===== config.mk =====
export PLATFORM = sky130hd
export DESIGN_NAME = fetch_aligner
export DESIGN_NICKNAME = d
export VERILOG_FILES = /design/src/rtl/cfa_pkg.sv /design/src/rtl/cfa_splitter.sv /design/src/rtl/cfa_slot_queue.sv /design/src/rtl/fetch_aligner.sv
export SDC_FILE = /design/constraint.sdc
export NUM_CORES = 1
export LEC_CHECK = 0
export BUFFER_PORTS_ARGS = -buffer_cell sky130_fd_sc_hd__buf_2
export CAP_MARGIN = 20
export CORE_MARGIN = 4
export CORE_UTILIZATION = 40
export CTS_CLUSTER_DIAMETER = 120
export DETAILED_ROUTE_END_ITERATION = 12
export GPL_TIMING_DRIVEN = 1
export PLACE_DENSITY_LB_ADDON = 0.15
export REMOVE_ABC_BUFFERS = 1
export SLEW_MARGIN = 10
export SYNTH_ARGS = -nofsm -noshare
export SYNTH_HDL_FRONTEND = slang
export SYNTH_HIERARCHICAL = 1
export SYNTH_SLANG_ARGS = --single-unit

===== constraint.sdc =====
create_clock -name clk -period 8 [get_ports clk]
set_input_delay 2.4 -clock clk [delete_from_list [all_inputs] [get_ports clk]]
set_output_delay 2.4 -clock clk [all_outputs]
set_load 0.005 [all_outputs]

===== src/rtl/cfa_pkg.sv =====
package cfa_pkg;
  localparam int unsigned PC_W     = 32;
  localparam int unsigned PARCEL_W = 16;
  localparam int unsigned INSN_W   = 32;

  typedef struct packed {
    logic [PC_W-1:0]   pc;
    logic [INSN_W-1:0] bits;
    logic              is32;
    logic              fault;
    logic [PC_W-1:0]   tval;
  } slot_t;

  function automatic logic opens_wide(input logic [PARCEL_W-1:0] p);
    return p[1:0] == 2'b11;
  endfunction

  function automatic logic [PC_W-1:0] parcel_addr(input logic [PC_W-1:0] base, input int idx);
    return base + PC_W'(2 * idx);
  endfunction
endpackage


===== src/rtl/cfa_splitter.sv =====
module cfa_splitter
  import cfa_pkg::*;
#(
  parameter int unsigned PARCELS = 4,
  localparam int unsigned NEW_W  = $clog2(PARCELS + 1)
) (
  input  logic [PC_W-1:0]              fr_pc,
  input  logic [PARCELS*PARCEL_W-1:0]  fr_parcels,
  input  logic                         fr_fault,
  input  logic                         held_q,
  input  logic [PARCEL_W-1:0]          held_lo,
  input  logic [PC_W-1:0]              held_pc,
  output slot_t                        ins [PARCELS],
  output logic [NEW_W-1:0]             n_ins,
  output logic                         held_d,
  output logic [PARCEL_W-1:0]          held_lo_d,
  output logic [PC_W-1:0]              held_pc_d
);
  logic [PARCEL_W-1:0] par [PARCELS];

  for (genvar g = 0; g < PARCELS; g++) begin : g_par
    assign par[g] = fr_parcels[g*PARCEL_W +: PARCEL_W];
  end

  always_comb begin
    int  n;
    logic skip;
    n         = 0;
    skip      = 1'b0;
    held_d    = 1'b0;
    held_lo_d = '0;
    held_pc_d = '0;
    for (int k = 0; k < PARCELS; k++) ins[k] = '0;

    if (fr_fault) begin
      ins[0].pc    = held_q ? held_pc : fr_pc;
      ins[0].bits  = held_q ? {{(INSN_W-PARCEL_W){1'b0}}, held_lo} : '0;
      ins[0].is32  = held_q;
      ins[0].fault = 1'b1;
      ins[0].tval  = fr_pc;
      n = 1;
    end else begin
      if (held_q) begin
        ins[0].pc   = held_pc;
        ins[0].bits = {par[0], held_lo};
        ins[0].is32 = 1'b1;
        n    = 1;
        skip = 1'b1;
      end
      for (int i = 0; i < PARCELS; i++) begin
        if (skip) begin
          skip = 1'b0;
        end else if (opens_wide(par[i])) begin
          if (i == PARCELS - 1) begin
            held_d    = 1'b1;
            held_lo_d = par[i];
            held_pc_d = parcel_addr(fr_pc, i);
          end else begin
            ins[n].pc   = parcel_addr(fr_pc, i);
            ins[n].bits = {par[(i+1) % PARCELS], par[i]};
            ins[n].is32 = 1'b1;
            n    = n + 1;
            skip = 1'b1;
          end
        end else begin
          ins[n].pc   = parcel_addr(fr_pc, i);
          ins[n].bits = {{(INSN_W-PARCEL_W){1'b0}}, par[i]};
          n = n + 1;
        end
      end
    end
    n_ins = NEW_W'(n);
  end
endmodule


===== src/rtl/cfa_slot_queue.sv =====
module cfa_slot_queue
  import cfa_pkg::*;
#(
  parameter int unsigned DEPTH   = 4,
  parameter int unsigned PARCELS = 4,
  localparam int unsigned CNT_W  = $clog2(DEPTH + 1),
  localparam int unsigned NEW_W  = $clog2(PARCELS + 1),
  localparam int unsigned TOT    = DEPTH + PARCELS
) (
  input  logic             clk,
  input  logic             rst_n,
  input  logic             flush,
  input  logic             take,
  input  slot_t            new_ins [PARCELS],
  input  logic [NEW_W-1:0] n_new,
  output slot_t            head [2],
  output logic [1:0]       head_live,
  output logic [CNT_W-1:0] cnt
);
  slot_t            buf_q [DEPTH];
  logic [CNT_W-1:0] cnt_q;
  slot_t            merged [TOT];
  logic [TOT-1:0]   live;
  int               cnt_d;

  always_comb begin
    int n_eff;
    int total;
    n_eff = take ? int'(n_new) : 0;
    for (int k = 0; k < TOT; k++) begin
      merged[k] = '0;
      if (k < int'(cnt_q)) begin
        if (k < DEPTH) merged[k] = buf_q[k];
      end else if ((k - int'(cnt_q)) < PARCELS) begin
        merged[k] = new_ins[k - int'(cnt_q)];
      end
      live[k] = k < (int'(cnt_q) + n_eff);
    end
    total = int'(cnt_q) + n_eff;
    cnt_d = (total > 2) ? total - 2 : 0;
  end

  always_ff @(posedge clk) begin
    if (!rst_n || flush) begin
      cnt_q <= '0;
      for (int j = 0; j < DEPTH; j++) buf_q[j] <= '0;
    end else begin
      cnt_q <= CNT_W'(cnt_d);
      for (int j = 0; j < DEPTH; j++) buf_q[j] <= merged[j+2];
    end
  end

  assign head[0]   = merged[0];
  assign head[1]   = merged[1];
  assign head_live = live[1:0];
  assign cnt       = cnt_q;
endmodule


===== src/rtl/fetch_aligner.sv =====
module fetch_aligner
  import cfa_pkg::*;
#(
  parameter int unsigned PARCELS = 4,
  parameter int unsigned DEPTH   = 4,
  localparam int unsigned CNT_W  = $clog2(DEPTH + 1),
  localparam int unsigned NEW_W  = $clog2(PARCELS + 1)
) (
  input  logic                         clk,
  input  logic                         rst_n,
  input  logic                         fr_valid,
  output logic                         fr_ready,
  input  logic [PC_W-1:0]              fr_pc,
  input  logic [PARCELS*PARCEL_W-1:0]  fr_parcels,
  input  logic                         fr_fault,
  input  logic                         redirect,
  output logic [1:0]                   out_valid,
  output logic [2*PC_W-1:0]            out_pc,
  output logic [2*INSN_W-1:0]          out_bits,
  output logic [1:0]                   out_is32,
  output logic [1:0]                   out_fault,
  output logic [2*PC_W-1:0]            out_tval
);
  logic                held_q, held_d;
  logic [PARCEL_W-1:0] held_lo_q, held_lo_d;
  logic [PC_W-1:0]     held_pc_q, held_pc_d;
  slot_t               split_ins [PARCELS];
  logic [NEW_W-1:0]    split_n;
  slot_t               head [2];
  logic [1:0]          head_live;
  logic [CNT_W-1:0]    buf_cnt;
  logic                fire;
  logic                room_ok;

  assign room_ok  = (int'(buf_cnt) + PARCELS) <= (DEPTH + 2);
  assign fr_ready = !redirect && room_ok;
  assign fire     = fr_valid && fr_ready;

  cfa_splitter #(.PARCELS(PARCELS)) u_split (
    .fr_pc     (fr_pc),
    .fr_parcels(fr_parcels),
    .fr_fault  (fr_fault),
    .held_q    (held_q),
    .held_lo   (held_lo_q),
    .held_pc   (held_pc_q),
    .ins       (split_ins),
    .n_ins     (split_n),
    .held_d    (held_d),
    .held_lo_d (held_lo_d),
    .held_pc_d (held_pc_d)
  );

  cfa_slot_queue #(.DEPTH(DEPTH), .PARCELS(PARCELS)) u_queue (
    .clk      (clk),
    .rst_n    (rst_n),
    .flush    (redirect),
    .take     (fire),
    .new_ins  (split_ins),
    .n_new    (split_n),
    .head     (head),
    .head_live(head_live),
    .cnt      (buf_cnt)
  );

  always_ff @(posedge clk) begin
    if (!rst_n || redirect) begin
      held_q    <= 1'b0;
      held_lo_q <= '0;
      held_pc_q <= '0;
    end else if (fire) begin
      held_q    <= held_d;
      held_lo_q <= held_lo_d;
      held_pc_q <= held_pc_d;
    end
  end

  assign out_valid = head_live & {2{!redirect}};

  for (genvar s = 0; s < 2; s++) begin : g_slot
    assign out_pc[s*PC_W +: PC_W]       = head[s].pc;
    assign out_bits[s*INSN_W +: INSN_W] = head[s].bits;
    assign out_is32[s]                  = head[s].is32;
    assign out_fault[s]                 = head[s].fault;
    assign out_tval[s*PC_W +: PC_W]     = head[s].tval;
  end
endmodule


==> reports/qor.yml, run 1 <==
detailed_routing:
  wl_per_cell_um: 25.56
  wirelength_um: 110800
  final_antenna_net_count: 0
  vias: 25830
  dr.pass1.iters: 5
  drc_errors: 0
  drtIter0Drc: 2127
  drt-vias-per-instance: 5.962
sta:
  fin_ws_ps: 226.4
  tightestPinTransition_ps: 1211
  slew_headroom_pct: 19.29
  hold_viol: 0
  fmax_mhz: 128.6
  rsz0062_at_grt: "false"
  final_max_slew_viol_count: 0
  min_period_ps: 7774
  final.setup.tns_ps: 0
  setup_viol: 0
  fin_crit_sh_pct: 97.17
  skew_ps: 12.69
die:
  fp.coreArea_um2: 77850
  initial_core_util_pct: 40.56
  die_w_um: 289.0
  io_pins: 300
  die-height_um: 289.0
  core.rowCount: 102
  dieArea_um2: 83500
clocking:
  cts.clk_slew.worst_paths_ps: 60
  clock_sinks: 444
  numCtsBuffers: 53
  cts_tree: "built"
  clockBufferDepth: 3
  clock_latency_ps: 610
  postCtsHoldBufs: 0
  htree_levels: 2
  postCtsSetupRepairBufs: 0
  cts_resized: 0
  cts-root-buf: "clkbuf_16"
critical_path:
  critPathTopFamily: "compound AO/OA/AOI/OAI gates"
  timing.reg2reg.setup_slack_ps: 4680
  cp.depth: 13
  critical_path.max_fanout: 8
  cp-startpoint: "fr_pc[3]"
  crit_end: "out_pc[22]"
  path_buf_inv: 4
  critPathSlowestCell: "nor3_2"
  path_cells: "buf_2 > buf_4 > ha_1 > a21oi_1 > buf_4 > nor3_2 > a31oi_1 > or2_2 > o21ai_0 > mux2_2 > mux2i_1 > o22ai_1 > buf_2"
  worst-r2r-cell-count: 8
  worst-endpoint-required_ps: 5600
  critPathMaxStageDelay_ps: 370
  r2r_end: "u_queue/buf_q[0][13]"
  critical_path.reg2reg.startpoint: "u_queue/cnt[1]"
  worstSetupPathType: "in2out"
  worst_setup_path_end_kind: "output port"
  arrival_ps: 5370
  startpoint_type: "input port"
yosys:
  yosysSeqAreaShare_pct: 28.15
  synth_edf_count: 0
  synth-async-reset-ratio_pct: 0
  yosys.area.top_type: "dfxtp_1"
  syn_area_per_cell_um2: 9.592
  synth_cells: 3292
  yosys-top-cells-area: "dfxtp_1 (28%), mux4_2 (14%), mux2_2 (12%), buf_4 (7.6%), mux2i_1 (6.3%)"
  synth_top_area_share_pct: 28.15
  yosysWarnings: 6
  syn_area_um2: 31580
  synthFlopType: "dfxtp_1"
  synth_cell_types: 68
  ys_ff_latch: 444
place:
  pre_cts_ws_ps: 302.4
  io_buffers: 299
  placed_cells_incl_taps: 4231
  place_congestion: 0.9230
  post-dp-hpwl_um: 69120
outcome:
  status: "finished, final reports clean"
layout:
  multi_input_area_um2: 19040
  fillerInstances: 7560
  layoutNonFillerInstCount: 4333
  final_core_util_pct: 43.51
  seq_area_um2: 8900
  syn_to_final_growth_pct: 7.271
  nets: 3367
  drive_above_1_share_pct: 31.55
power_and_ir_drop:
  p_leak_nw: 12.63
  p_per_area_nw_per_um2: 169.7
  ir_drop_uv: 151.1
  totalPowerFinal_mw: 5.749
grt:
  grt_pass1_vias: 25880
  grt_pass1_wl_um: 164400
  grt_max_degree: 127
  grt.total_usage_pct: 25.59
  overflow: 0
  antenna_found_initial: 11
min_path:
  holdCritPathClass: "reg2reg"
  hp-start: "u_queue/buf_q[2][65]"
flow_run:
  drv_cap: 0
## flip-flops by register name (all words and copies together) (netlist names)
name / cells
u_queue/buf_q: 392
held_pc_q: 32
held_lo_q: 16
u_queue/cnt: 3
held_q: 1
## cell usage in the layout (no fill, tap or decap), types with 18 or more instances in the layout
cell and instances:
nor3_1 18, xnor2_1 30, and3_1 118, buf_2 298, mux2_2 324, nor2_1 237, xor2_1 21, mux4_2 196
nand3_1 21, nand4_1 73, clkbuf_16 55, and2_1 64, dfxtp_1 441, o21ai_0 61, o22ai_1 104, conb_1 116
a21oi_1 82, a22o_1 126, inv_1 122, buf_4 90, a22oi_1 18, o2bb2ai_1 98, mux2i_1 198, nand2_1 167
o21ai_1 22
## power breakdown
part | switching, mW | internal, mW
clock network | 1.02 | 1.50
logic | 0.595 | 0.379
registers | 0.0104 | 2.25
## worst register-to-register path, cell delays in order (launching register included)
cell and delay, ps:
dfxtp_4 630, buf_12 530, ha_1 490, inv_1 40, ha_1 260, inv_1 60, o2111ai_4 60, buf_4 820
o2bb2ai_1 270
## synthesized netlist by cell type (21+ instances only)
master,n
nand2_1,167
dfxtp_1,444
mux4_2,196
mux2i_1,198
buf_4,320
o22ai_1,104
inv_1,122
and2_1,65
buf_2,109
and3_1,118
o21ai_0,62
nand3_1,21
a22o_1,126
nand4_1,73
a21oi_1,82
xnor2_1,30
xor2_1,21
nor2_1,243
o2bb2ai_1,98
mux2_2,324
o21ai_1,21
clkbuf_1,157
## per-layer routing
| layer | global-route usage (%) | routed length (µm) |
|---|---|---|
| met1 | 34.00 | 47040 |
| met2 | 41.96 | 52080 |
| met3 | 4.854 | 8112 |
| met4 | 8.643 | 3480 |
| met5 | 0 | 60 |
## area by class of cell
type,count,share of cell area (%)
diodes,6,0.04433
clock buffers,82,4.865
clock inverters,13,0.4322
inverters,123,1.367
multi-input cells,2228,56.22
flip-flops and latches,444,26.28
well taps,1040,3.842
repair buffers,397,6.952
## per-stage QoR
| step | area [µm²] | hold slack [ps] |
|---|---|---|
| after global routing | 33870 | 440.8 |
| after global placement | 32030 | 412.9 |
| final | 33870 | 427.1 |
| after CTS | 33830 | 427.3 |
| after detailed placement | 32030 | 417.5 |
| after floorplan | 28260 | 410.0 |
## how the worst min path moves through the flow
stage | depth (start not counted) | slack, ps | endpoint
floorplan | 1 | 410 | u_queue/buf_q[0][0]
global placement | 1 | 410 | u_queue/buf_q[0][9]
detailed placement | 1 | 420 | u_queue/buf_q[0][16]
CTS | 1 | 430 | u_queue/buf_q[0][65]
global route | 1 | 440 | u_queue/buf_q[0][72]
finish | 1 | 430 | u_queue/buf_q[0][65]
## cells by family (layout without fill, tap and decap cells)
logic type,Yosys count,after routing,share of synthesized area [%]
mux,718,718,31.81
fa+ha+maj,19,19,0.7767
xor+xnor,51,51,1.415
buf+inv,735,615,13.34
other cells,1,122,0.01188
flops,444,444,28.15
simple gates,770,770,12.04
compound gates,554,554,12.45
Note: power is estimated with default switching activity, not from simulation.
==> run 2, diff against run 1 <==
- CTS_BUF_LIST: unset -> sky130_fd_sc_hd__clkbuf_4
==> run 2 against run 1 <==
Sequential power is essentially flat. Clock skew is 54 ps higher. Worst setup slack worse by 29 ps. Die area unchanged. Via count up 2.7%. Total power shrank 4.7%. Sequential share of layout area is 0.092 points higher. Critical endpoint unchanged. Largest cell class unchanged. Highest routed layer unchanged.
==> reports/qor.yml, run 2 (synthesized netlist as in run 1, its figures left out) <==
place:
  post-dp-hpwl_um: 69120  # unchanged
  post_dp_cell_area_um2: 32030  # unchanged
  io_buffers: 299  # unchanged
  place_congestion: 0.9230  # unchanged
  placed_cells_incl_taps: 4231  # unchanged
  pre_cts_ws_ps: 302.4  # unchanged
min_path:
  min_path_cells: 1  # unchanged
  holdCritPathClass: "reg2reg"  # unchanged
detailed_routing:
  vias: 26540  # was 25,830
  final_antenna_net_count: 0  # unchanged
  wl_per_cell_um: 25.04  # was 25.56 µm
  wirelength_um: 112000  # was 110,800 µm
  drc_errors: 0  # unchanged
  drt-vias-per-instance: 5.932  # was 5.962
  drtIter0Drc: 2095  # was 2,127
  dr.pass1.iters: 5  # unchanged
die:
  fp.coreArea_um2: 77850  # unchanged
  die_w_um: 289.0  # unchanged
  io_pins: 300  # unchanged
  dieArea_um2: 83500  # unchanged
  core.rowCount: 102  # unchanged
  initial_core_util_pct: 40.56  # unchanged
  die-height_um: 289.0  # unchanged
clocking:
  postCtsHoldBufs: 0  # unchanged
  clock_latency_ps: 970  # was 610 ps
  numCtsBuffers: 135  # was 53
  cts_tree: "built"  # unchanged
  cts.clk_slew.worst_paths_ps: 50  # was 60 ps
  clockBufferDepth: 3  # unchanged
  cts_resized: 0  # unchanged
  postCtsSetupRepairBufs: 0  # unchanged
  cts-root-buf: "clkbuf_4"  # was clkbuf_16
  htree_levels: 4  # was 2
  clock_sinks: 444  # unchanged
sta:
  slew_headroom_pct: 28.31  # was 19.29%
  hold_viol: 0  # unchanged
  tightestPinTransition_ps: 1075  # was 1211 ps
  final_max_slew_viol_count: 0  # unchanged
  fin_ws_ps: 197.2  # was 226.4 ps
  fin_crit_sh_pct: 97.53  # was 97.17%
  setup_viol: 0  # unchanged
  min_period_ps: 7803  # was 7774 ps
  rsz0062_at_grt: "false"  # unchanged
  fmax_mhz: 128.2  # was 128.6 MHz
  skew_ps: 66.93  # was 12.69 ps
critical_path:
  worstSetupPathType: "in2out"  # unchanged
  startpoint_type: "input port"  # unchanged
  critical_path.max_fanout: 8  # unchanged
  worst-endpoint-required_ps: 5600  # about the same
  arrival_ps: 5400  # was 5370 ps
  worst-r2r-cell-count: 8  # unchanged
  worst_setup_path_end_kind: "output port"  # unchanged
grt:
  antenna_found_initial: 12  # was 11
  grt_pass1_vias: 26650  # was 25,880
  grt_max_degree: 127  # unchanged
  grt_pass1_wl_um: 166600  # was 164,400 µm
  overflow: 0  # unchanged
  grt.total_usage_pct: 26.10  # was 25.59%
power_and_ir_drop:
  p_per_area_nw_per_um2: 162.4  # was 169.7 nW/µm²
  ir_drop_uv: 81.53  # was 151.1 µV
  p_leak_nw: 12.73  # was 12.63 nW
layout:
  drive_above_1_share_pct: 33.83  # was 31.55%
  final_core_util_pct: 43.36  # was 43.51%
  syn_to_final_growth_pct: 6.895  # was 7.271%
  regMostFlops: "u_queue/buf_q"  # unchanged
  layoutNonFillerInstCount: 4474  # was 4,333
  largest_reg_flops: 392  # unchanged
  largestRegisters: "u_queue/buf_q x392, held_pc_q x32, held_lo_q x16"  # unchanged
  final_common_cell: "dfxtp_1"  # unchanged
  final_area_um2: 33750  # was 33,870 µm²
  fillerInstances: 7685  # was 7,560
  layout_common_cells: "dfxtp_1 (441), mux2_2 (324), buf_2 (298)"  # unchanged
  nets: 3449  # was 3,367
outcome:
  status: "finished, final reports clean"  # unchanged
flow_run:
  drv_cap: 0  # unchanged
[run 2: critical path: stages]
cell	delay, ps
buf_2	160
buf_4	190
ha_1	170
a21oi_1	70
buf_4	170
nor3_2	380
a31oi_1	230
or2_2	320
o21ai_0	390
mux2_2	250
mux2i_1	90
o22ai_1	360
buf_2	210
[run 2: path summary, 6_finish.rpt]
check | startpoint | slack, ps | end
hold reg to reg | u_queue/buf_q[3][71] | 390 | u_queue/buf_q[1][71]
hold / removal | u_queue/buf_q[3][71] | 390 | u_queue/buf_q[1][71]
setup / recovery | fr_pc[3] | 200 | out_pc[22]
setup reg to reg | u_queue/cnt[1] | 4610 | u_queue/buf_q[0][92]
[run 2: layout make-up]
class | count | area, µm² | share of cell area [%]
antenna | 8 | 20.02 | 0.05931
clock buffer | 190 | 1426 | 4.226
clock inverter | 44 | 244.0 | 0.7229
inverter | 123 | 462.9 | 1.372
multi-input combinational | 2228 | 19040 | 56.42
sequential | 444 | 8900 | 26.37
tap | 1040 | 1301 | 3.855
timing repair buffer | 397 | 2355 | 6.977
[run 2: routing by layer]
layer  wire length, µm  vias up  GRT usage (%)
met5                48        -              0
met4              3761        8          10.29
met1             46820    13340          33.95
met2             52330     1161          42.35
li1                  -    11790              -
met3              9087      244          5.759
[run 2: metrics by stage]
step / power (mW) / hold WS, ps / TNS (ps)
finish: 5.480 / 392.0 / 0
CTS: 5.539 / 390.5 / 0
floorplan: 2.869 / 410.0 / -5328310
global placement: 3.249 / 412.9 / 0
detailed placement: 3.261 / 417.5 / 0
global route: 5.757 / 434.0 / 0
[run 2: power by group]
group / total, mW / switching (mW) / leakage (nW) / internal (mW)
registers: 2.26 / 0.0104 / 3.60 / 2.25
clock network: 2.25 / 1.09 / 0.995 / 1.16
logic: 0.975 / 0.596 / 8.14 / 0.379
total: 5.48 / 1.69 / 12.7 / 3.79
